[src/rtl/icache_pkg.sv]
`timescale 1ns/1ps
// Shared constants and types for the conflict-driven instruction cache.
// Assumes a fixed associativity of two; the way index is one bit wide.
package icache_pkg;
    localparam int NUM_WAYS = 2;
    localparam int WAY_W    = 1;
    typedef logic [WAY_W-1:0] way_idx_t;
endpackage

[src/rtl/icache_match.sv]
`timescale 1ns/1ps
// Tag comparator for one set: compares the probe tag against every way.
// Assumes at most one way matches in normal use; if several do, the
// lowest-numbered way is reported.
module icache_match
    import icache_pkg::*;
#(
    parameter int TAG_W = 20
) (
    input  logic [NUM_WAYS-1:0][TAG_W-1:0] way_tag,
    input  logic [NUM_WAYS-1:0]            way_valid,
    input  logic [TAG_W-1:0]               probe_tag,
    output logic                           any_hit,
    output way_idx_t                       hit_idx
);
    logic [NUM_WAYS-1:0] hit_vec;

    // One comparator per way.
    for (genvar w = 0; w < NUM_WAYS; w++) begin : g_cmp
        assign hit_vec[w] = way_valid[w] && (way_tag[w] == probe_tag);
    end

    // Reduce the per-way results to a flag and a priority-encoded index.
    always_comb begin
        any_hit = |hit_vec;
        hit_idx = '0;
        for (int w = NUM_WAYS - 1; w >= 0; w--) begin
            if (hit_vec[w]) hit_idx = way_idx_t'(w);
        end
    end
endmodule

[src/rtl/icache_store.sv]
`timescale 1ns/1ps
// Tag and instruction storage, one write port and two read ports.
// The lookup port reads tags and instructions; the check port reads
// tags only, for the fill path. The data is not reset: validity
// lives in icache_state.
module icache_store
    import icache_pkg::*;
#(
    parameter int SET_W   = 4,
    parameter int TAG_W   = 20,
    parameter int INSTR_W = 48
) (
    input  logic                             clk,
    input  logic                             wr_en,
    input  logic [SET_W-1:0]                 wr_set,
    input  way_idx_t                         wr_way,
    input  logic [TAG_W-1:0]                 wr_tag,
    input  logic [INSTR_W-1:0]               wr_instr,
    input  logic [SET_W-1:0]                 rd_set,
    output logic [NUM_WAYS-1:0][TAG_W-1:0]   rd_tag,
    output logic [NUM_WAYS-1:0][INSTR_W-1:0] rd_instr,
    input  logic [SET_W-1:0]                 chk_set,
    output logic [NUM_WAYS-1:0][TAG_W-1:0]   chk_tag
);
    localparam int SETS = 1 << SET_W;

    logic [TAG_W-1:0]   tag_mem   [SETS][NUM_WAYS];
    logic [INSTR_W-1:0] instr_mem [SETS][NUM_WAYS];

    // Write the selected entry when a fill is committed.
    always_ff @(posedge clk) begin
        if (wr_en) begin
            tag_mem[wr_set][wr_way]   <= wr_tag;
            instr_mem[wr_set][wr_way] <= wr_instr;
        end
    end

    // Asynchronous reads, one per way for each port.
    for (genvar w = 0; w < NUM_WAYS; w++) begin : g_rd
        assign rd_tag[w]   = tag_mem[rd_set][w];
        assign rd_instr[w] = instr_mem[rd_set][w];
        assign chk_tag[w]  = tag_mem[chk_set][w];
    end
endmodule

[src/rtl/icache_state.sv]
`timescale 1ns/1ps
// Valid bits per entry and one replacement bit per set. The replacement
// bit names the entry not loaded most recently. Assumes two ways, so
// "the other way" is the bit inverse of the way just loaded.
module icache_state
    import icache_pkg::*;
#(
    parameter int SET_W = 4
) (
    input  logic                clk,
    input  logic                rst_n,
    input  logic                clear_all,
    input  logic                upd_en,
    input  logic [SET_W-1:0]    upd_set,
    input  way_idx_t            upd_way,
    input  logic                upd_flip,
    input  logic [SET_W-1:0]    rd_set,
    output logic [NUM_WAYS-1:0] rd_valid,
    input  logic [SET_W-1:0]    chk_set,
    output logic [NUM_WAYS-1:0] chk_valid,
    output logic                chk_lru
);
    localparam int SETS = 1 << SET_W;

    logic [SETS-1:0][NUM_WAYS-1:0] valid_q;
    logic [SETS-1:0]               lru_q;

    // Clear on reset or invalidate; otherwise mark a filled entry valid
    // and, for a new address, point the set at the other entry.
    always_ff @(posedge clk) begin
        if (!rst_n || clear_all) begin
            valid_q <= '0;
            lru_q   <= '0;
        end else if (upd_en) begin
            valid_q[upd_set][upd_way] <= 1'b1;
            if (upd_flip) lru_q[upd_set] <= ~upd_way;
        end
    end

    // Combinational views for the lookup and fill paths.
    always_comb begin
        rd_valid  = valid_q[rd_set];
        chk_valid = valid_q[chk_set];
        chk_lru   = lru_q[chk_set];
    end
endmodule

[src/rtl/conflict_icache.sv]
`timescale 1ns/1ps
// Conflict-driven two-way instruction cache. A lookup is presented only
// in cycles where the program-memory bus also carries a data access.
// The hit or stall answer is combinational in that cycle. A miss taken
// while enabled and not frozen arms a one-deep fill slot. The slot is
// consumed by fill_valid in the next cycle and dropped otherwise.
// Assumes the fetch unit supplies the fetched instruction exactly one
// cycle after the miss.
module conflict_icache
    import icache_pkg::*;
#(
    parameter int ADDR_W  = 24,
    parameter int INSTR_W = 48,
    parameter int SET_W   = 4
) (
    input  logic               clk,
    input  logic               rst_n,
    input  logic               cache_enable,
    input  logic               cache_freeze,
    input  logic               invalidate_all,
    input  logic               lookup_valid,
    input  logic [ADDR_W-1:0]  lookup_addr,
    input  logic               fill_valid,
    input  logic [INSTR_W-1:0] fill_instr,
    output logic               hit,
    output logic               stall,
    output logic [INSTR_W-1:0] instr_out
);
    localparam int TAG_W = ADDR_W - SET_W;

    logic [SET_W-1:0]                 look_set;
    logic [TAG_W-1:0]                 look_tag;
    logic [NUM_WAYS-1:0][TAG_W-1:0]   look_way_tag;
    logic [NUM_WAYS-1:0][INSTR_W-1:0] look_way_instr;
    logic [NUM_WAYS-1:0]              look_way_valid;
    logic                             look_match;
    way_idx_t                         look_idx;

    logic                             pend_q;
    logic [ADDR_W-1:0]                pend_addr_q;
    logic [SET_W-1:0]                 pend_set;
    logic [TAG_W-1:0]                 pend_tag;
    logic [NUM_WAYS-1:0][TAG_W-1:0]   chk_way_tag;
    logic [NUM_WAYS-1:0]              chk_way_valid;
    logic                             chk_lru;
    logic                             dup_match;
    way_idx_t                         dup_idx;

    logic                             arm_fill;
    logic                             fill_go;
    way_idx_t                         fill_way;

    // Split the lookup and pending addresses into index and tag.
    assign look_set = lookup_addr[SET_W-1:0];
    assign look_tag = lookup_addr[ADDR_W-1:SET_W];
    assign pend_set = pend_addr_q[SET_W-1:0];
    assign pend_tag = pend_addr_q[ADDR_W-1:SET_W];

    icache_store #(
        .SET_W   (SET_W),
        .TAG_W   (TAG_W),
        .INSTR_W (INSTR_W)
    ) u_store (
        .clk      (clk),
        .wr_en    (fill_go),
        .wr_set   (pend_set),
        .wr_way   (fill_way),
        .wr_tag   (pend_tag),
        .wr_instr (fill_instr),
        .rd_set   (look_set),
        .rd_tag   (look_way_tag),
        .rd_instr (look_way_instr),
        .chk_set  (pend_set),
        .chk_tag  (chk_way_tag)
    );

    icache_state #(
        .SET_W (SET_W)
    ) u_state (
        .clk       (clk),
        .rst_n     (rst_n),
        .clear_all (invalidate_all),
        .upd_en    (fill_go),
        .upd_set   (pend_set),
        .upd_way   (fill_way),
        .upd_flip  (!dup_match),
        .rd_set    (look_set),
        .rd_valid  (look_way_valid),
        .chk_set   (pend_set),
        .chk_valid (chk_way_valid),
        .chk_lru   (chk_lru)
    );

    icache_match #(
        .TAG_W (TAG_W)
    ) u_look_match (
        .way_tag   (look_way_tag),
        .way_valid (look_way_valid),
        .probe_tag (look_tag),
        .any_hit   (look_match),
        .hit_idx   (look_idx)
    );

    icache_match #(
        .TAG_W (TAG_W)
    ) u_dup_match (
        .way_tag   (chk_way_tag),
        .way_valid (chk_way_valid),
        .probe_tag (pend_tag),
        .any_hit   (dup_match),
        .hit_idx   (dup_idx)
    );

    // Answer the lookup in the same cycle: hit, or stall for one cycle.
    always_comb begin
        hit       = lookup_valid && cache_enable && look_match;
        stall     = lookup_valid && !hit;
        instr_out = hit ? look_way_instr[look_idx] : '0;
    end

    // Decide whether a miss may be captured and where the fill lands.
    always_comb begin
        arm_fill = lookup_valid && !hit && cache_enable && !cache_freeze
                   && !invalidate_all;
        fill_go  = pend_q && fill_valid && !invalidate_all;
        fill_way = dup_match ? dup_idx : way_idx_t'(chk_lru);
    end

    // Hold the missed address for exactly one cycle.
    always_ff @(posedge clk) begin
        if (!rst_n) begin
            pend_q      <= 1'b0;
            pend_addr_q <= '0;
        end else begin
            pend_q <= arm_fill;
            if (arm_fill) pend_addr_q <= lookup_addr;
        end
    end
endmodule

[config.mk]
export PLATFORM = sky130hd
export DESIGN_NAME = conflict_icache
export DESIGN_NICKNAME = d
export VERILOG_FILES = /design/src/rtl/icache_pkg.sv /design/src/rtl/icache_match.sv /design/src/rtl/icache_store.sv /design/src/rtl/icache_state.sv /design/src/rtl/conflict_icache.sv
export SDC_FILE = /design/constraint.sdc
export NUM_CORES = 2
export LEC_CHECK = 0
export BUFFER_PORTS_ARGS = -buffer_cell sky130_fd_sc_hd__clkbuf_2
export CORE_ASPECT_RATIO = 0.75
export CORE_MARGIN = 3
export CORE_UTILIZATION = 50
export DETAILED_ROUTE_END_ITERATION = 8
export PLACE_DENSITY = 0.75
export SKIP_CTS_REPAIR_TIMING = 1
export SYNTH_ARGS = -nofsm -noshare
export SYNTH_HDL_FRONTEND = slang
export SYNTH_SLANG_ARGS = --single-unit
[constraint.sdc]
create_clock -name clk -period 11.85 [get_ports clk]
set_clock_uncertainty 0.15 [all_clocks]
set_input_delay 2.37 -clock clk [delete_from_list [all_inputs] [get_ports clk]]
set_output_delay 2.37 -clock clk [all_outputs]
set_load 0.03 [all_outputs]
# Yosys cells after proc, flatten, opt, wreduce, memory -nomap -nowiden
# Memory sizes are Yosys's and may differ from the RTL's. A register that Yosys moved wholly into a read port is not among the register bits.
# Index checks and enable logic that the tools add are counted.
dict set report word_totals {
  input_bits 79
  mem_bits_rw 2176
  ff_bits 73
  rom_bits 0
  memories 2
  latchBits 0
}
# name words word_bits rd rd_clocked_by_memory_dff write_ports line
set mem_list {}
lappend mem_list {u_store.instr_mem 16 96 1 0 1 icache_store.sv:28} ;# logic [INSTR_W-1:0] instr_mem [SETS][NUM_WAYS];
lappend mem_list {u_store.tag_mem 16 40 2 1 1 icache_store.sv:27} ;# logic [TAG_W-1:0] tag_mem [SETS][NUM_WAYS];
dict set report classes {
  reduce_logical 23
  div_mod_pow 0
  shift 0
  addsub 0
  bitwise 4
  n_mux 30
  n_eq_ne 4
  n_mul 0
  order_cmp 8
}
# operator n
set ops {}
lappend ops {{48-bit 2-to-1 mux} 4}
lappend ops {{96-bit 2-to-1 mux} 1}
lappend ops {{20-bit == test} 4}
lappend ops {{48-bit demux with 1-bit select} 1}
lappend ops {{40-bit 2-to-1 mux} 1}
lappend ops {{32-bit OR} 1}
lappend ops {{20-bit demux with 1-bit select} 1}
lappend ops {{20-bit 2-to-1 mux} 1}
lappend ops {{2-bit binary-select mux with 4-bit select} 2}
lappend ops {{16-bit bitwise mux} 1}
lappend ops {{1-bit logical AND} 15}
lappend ops {{4-bit by 5-bit < comparator with 1-bit output (second input constant)} 2}
lappend ops {{1-bit 2-to-1 mux} 9}
lappend ops {{2-bit demux with 4-bit select} 1}
lappend ops {{4-bit 2-to-1 mux} 2}
lappend ops {{2-bit 2-to-1 mux} 3}
lappend ops {{1-bit binary-select mux with 4-bit select} 1}
lappend ops {{1-bit demux with 4-bit select} 1}
lappend ops {{4-bit by 1-bit >= comparator with 1-bit output (second input constant)} 1}
lappend ops {{1-bit zero test} 4}
lappend ops {{1-bit by 2-bit < comparator with 1-bit output (second input constant)} 2}
lappend ops {{2-bit OR reduction} 2}
lappend ops {{2-bit >= comparator (second input constant)} 1}
lappend ops {{2-bit by 1-bit < comparator with 1-bit output (second input constant)} 1}
lappend ops {{other kinds (6)} 7}

# Longest topological paths before layout
dict set report depth {
  ltp_word 13
  depth_mapped 16
  depth_no_buf 9
}

# Cells and area by module
# Synthesis repeated with hierarchy kept, for this count alone.
dict set report unflattened {
  hier_cells 4512
  hier_area_um2 91950.7
}
# module n_inst cells_each area_per_inst_um2
set by_module_without_submodules {}
lappend by_module_without_submodules {icache_store 1 3947 86817.0}
lappend by_module_without_submodules {icache_state 1 232 2494.9}
lappend by_module_without_submodules {conflict_icache 1 221 1747.9}
lappend by_module_without_submodules {icache_match 2 56 445.4}

# Least setup slack after synthesis
# No wires, ideal clock.
dict set report synth_path {
  path_type {input to output}
  from {input lookup_addr[1]}
  to {output instr_out[10]}
  n_path_buf 5
  path_slack_ns 3.979
  arrival_ns 5.351
  path_stages 14
  cell_sequence {buf_6 -> buf_6 -> buf_4 -> buf_2 -> mux4_2 -> a22oi_1 -> o21ai_0 -> xnor2_1 -> nand3_1 -> nor4_2 -> nand4_1 -> or3b_4 -> buf_2 -> o22ai_1}
}
dict set report synth_via {
  elab_chain_cells 8
}
# item line
set synth_lines {}
lappend synth_lines {{start: declaration} conflict_icache.sv:22} ;# input logic [ADDR_W-1:0] lookup_addr,
lappend synth_lines {{memory read 16 x 40 bit / 2-bit binary-select mux with 4-bit select (equally long branches)} n/a}
lappend synth_lines {{20-bit == test / 2-bit 2-to-1 mux (equally long branches)} {icache_match.sv:20, icache_state.sv:42}}
lappend synth_lines {{1-bit logical AND} icache_match.sv:20} ;# assign hit_vec[w] = way_valid[w] && (way_tag[w] == probe_tag);
lappend synth_lines {{1-bit 2-to-1 mux (2 in a row)} icache_match.sv:28} ;# if (hit_vec[w]) hit_idx = way_idx_t'(w);
lappend synth_lines {{48-bit 2-to-1 mux (implied by the code) (2 in a row)} conflict_icache.sv:118} ;# instr_out = hit ? look_way_instr[look_idx] : '0;
lappend synth_lines {{48-bit 2-to-1 mux *} conflict_icache.sv:118}
lappend synth_lines {{end: declaration} conflict_icache.sv:27} ;# output logic [INSTR_W-1:0] instr_out
# Every way passes the cells marked *; elsewhere a longest branch is shown, timed or not. The select of a mux whose other input is x is not followed.

# Final worst setup path
dict set report layout_path {
  from {input lookup_addr[0]}
  to {output instr_out[46]}
}
# The elaborated chain is that of the path after synthesis.

==> results.py <==
metrics = {
    "route": {
        "drt-pass1-iter-count": 6,
        "vias_per_cell": 6.75,
        "drt_wl_total_mm": 258,
        "drc": 0,
        "drt_iter0_drc": 7592,
        "vias": 49700,
        "wl_per_cell_um": 35.1,
        "ant_nets": 0,
    },
    "critical_path": {
        "start_kind": "primary input",
        "criticalPathCategory": "in -> out",
        "crit_start": "lookup_addr[0]",
        "end_kind": "output pin",
        "cp.required_ns": 9.33,
        "cp_data_arrival_time_ns": 7.44,
        "ff2ff_setup_slack_ns": 3.90,
        "ff2ff_path_depth": 12,
        "reg2reg_to": "u_store.instr_mem[2][46]$_DFFE_PP_",
        "critPathMaxFanout": 112,
    },
    "timing": {
        "hold_viol": 0,
        "layout_setup_ws_ns": 1.89,
        "period_share_pct": 84.0,
        "slew_violations": 0,
        "rsz0062_at_grt": "no",
        "worst_pin_slew_ns": 1.35,
        "tns_ns": 0,
        "period_needed_ns": 9.96,
        "maxSlewHeadroom_pct": 9.79,
        "fmax_ghz": 0.100,
        "setup_viol": 0,
    },
    "die": {
        "die-area_sq_um": 192000,
        "dieWidth_um": 506,
        "core_area_sq_um": 185000,
        "rows": 136,
        "start_util_pct": 50.7,
        "dieHeight_um": 381,
        "io_pins": 129,
    },
    "min_path": {
        "hold_end": "u_state.valid_q[25]$_SDFFE_PP0P_",
        "hp-start": "u_state.valid_q[25]$_SDFFE_PP0P_",
        "min-delay-path-class": "reg -> reg",
        "holdPathStages": 2,
    },
    "pwr": {
        "p_per_area_nw_per_um2": 153,
        "ir_worst_vdd_v": 0.000132,
        "p_switching_mw": 3.40,
        "comb_power_share_pct": 4.7,
        "report.power.total_mw": 15.8,
        "p_clk_share_pct": 40.1,
        "internal_power_mw": 12.4,
        "p_leak_nw": 33.7,
        "power_frac_seq_pct": 55.1,
        "switching_share_pct": 21.5,
    },
    "finish": {
        "final_core_util_pct": 56.1,
        "nNetsFinal": 4778,
        "area_growth_pct": 10.6,
        "drive_above_1_share_pct": 29.1,
        "instances_no_fill": 7358,
        "fillers": 13200,
    },
    "placement": {
        "place_ws_ns": 1.99,
        "hpwl_mm": 140,
        "place_congestion": 0.949,
        "io_buffers": 128,
        "dp_cells": 6983,
    },
    "clocking": {
        "clk_pin_slew_ns": 0.06,
        "cts-buffers-inserted": 198,
        "cts_tree": "yes",
        "clockBufferDepth": 3,
        "htree_levels": 4,
        "clk_latency_ns": 0.87,
        "cts_sinks": 2253,
        "clockRootBuffer": "clkbuf_16",
    },
    "logic_synthesis": {
        "synth_seq_area_share_pct": 71.5,
        "syn_area_per_cell_sq_um": 20.6,
        "synth_edf_count": 2176,
        "synthCells": 4531,
        "ys_warn_count": 0,
        "synth_cell_types": 71,
        "syn_nets": 4610,
        "netlist_area_sq_um": 93600,
        "ys_top_cells_by_area": "edfxtp_1 (70%), mux4_2 (17%), mux2i_1 (2.4%)",
        "synth_flop_cell": "edfxtp_1",
        "synth-seq-cells": 2253,
        "synth-async-reset-ratio_pct": 0,
        "yosysTopAreaCell": "edfxtp_1",
        "yosysMostFrequentCell": "edfxtp_1",
        "synth_top_area_share_pct": 69.8,
        "synthTopCellsByCount": "edfxtp_1 (2176), mux4_2 (724), mux2i_1 (229), nand2_1 (228), buf_2 (100)",
    },
    "status": {
        "outcome": "finished, final reports clean",
    },
    "global_routing": {
        "grt_pass1_vias": 48900,
        "antenna_found_initial": 13,
        "gr-usage-all-layers_pct": 26.7,
        "grt_pass1_wl_mm": 367,
        "grt_max_degree": 123,
        "grt_overflow": 0,
    },
    "run": {
        "cap_violations": 0,
    },
}
[critical path, cell delays in order]
cell      delay [ns]
buf_8           0.57
buf_12          0.68
mux4_2          0.70
xnor2_1         0.19
nor3_1          0.06
a31oi_1         0.20
o21ai_0         0.11
nor4_1          0.36
nand4_1         0.21
or3b_4          0.92
o22ai_1         0.44
clkbuf_2        0.30
[stage by stage]
| stage | area, sq um | hold WS, ns |
|---|---|---|
| 4_1_cts | 103000 | 0.325 |
| 2_1_floorplan | 93600 | 0.283 |
| 5_1_grt | 103000 | 0.341 |
| 3_3_place_gp | 97200 | 0.298 |
| 6_report | 103000 | 0.325 |
| 3_5_place_dp | 97200 | 0.304 |
[per-layer routing]
layer,vias up,global-route usage (%),routed length (um)
li1,19300,-,-
met1,26100,37.5,95000
met2,3837,39.7,118000
met3,501,8.23,35100
met4,4,9.93,9890
met5,-,0,29
[power by group through the flow]
stage               clock network (mW)  registers [mW]  logic (mW)
floorplan                            0            8.88       0.459
global placement                     0            8.88       0.732
detailed placement                   0            8.88       0.739
CTS                               6.41            8.71       0.745
global route                      6.71            8.70       0.789
finish                            6.34            8.71       0.750
[layout make-up]
cell class | count | area [sq um] | area share [%]
antenna | 8 | 20.0 | 0.0193
clock buffer | 243 | 5180 | 5.00
clock inverter | 124 | 1130 | 1.10
inverter | 96 | 369 | 0.357
multi-input combinational | 1890 | 25000 | 24.1
sequential | 2253 | 66900 | 64.6
tap | 2484 | 3110 | 3.00
timing repair buffer | 260 | 1830 | 1.77
[layout by cell type (no fill, tap or decap), drive strengths merged, types with 37 or more instances in the layout]
master,netlist,final
xor2,37,37
mux2,64,64
mux4,724,724
xnor2,67,67
a21oi,55,55
clkbuf,99,367
mux2i,229,229
dfxtp,77,77
nor2,85,85
buf,193,136
inv,96,102
o31ai,47,47
nand2,229,229
o22ai,88,88
clkinv,0,100
edfxtp,2176,2176
[registers in the layout (all words and copies together) (netlist names), named ones only]
register,count
u_store.instr_mem,1536
u_state.valid_q,32
u_state.lru_q,16
pend_addr_q,24
pend_q,1
u_store.tag_mem,640
[kinds of logic (layout without fill, tap and decap cells)]
| family | Yosys count | after routing | share of synthesized area [%] |
|---|---|---|---|
| compound gates | 351 | 351 | 2.79 |
| xor+xnor | 104 | 104 | 0.974 |
| buf+inv | 388 | 723 | 2.13 |
| flops | 2253 | 2253 | 71.5 |
| mux | 1017 | 1017 | 20.6 |
| other cells | 0 | 8 | 0 |
| simple gates | 418 | 418 | 1.98 |
[how the worst max path moves through the flow]
stage / end / slack, ns
2_1_floorplan: instr_out[10] / 3.98
3_3_place_gp: instr_out[46] / 2.00
3_5_place_dp: instr_out[46] / 1.99
4_1_cts: instr_out[46] / 1.96
5_1_grt: instr_out[46] / 1.55
6_report: instr_out[46] / 1.89
Note: power is estimated with default switching activity, not from simulation.
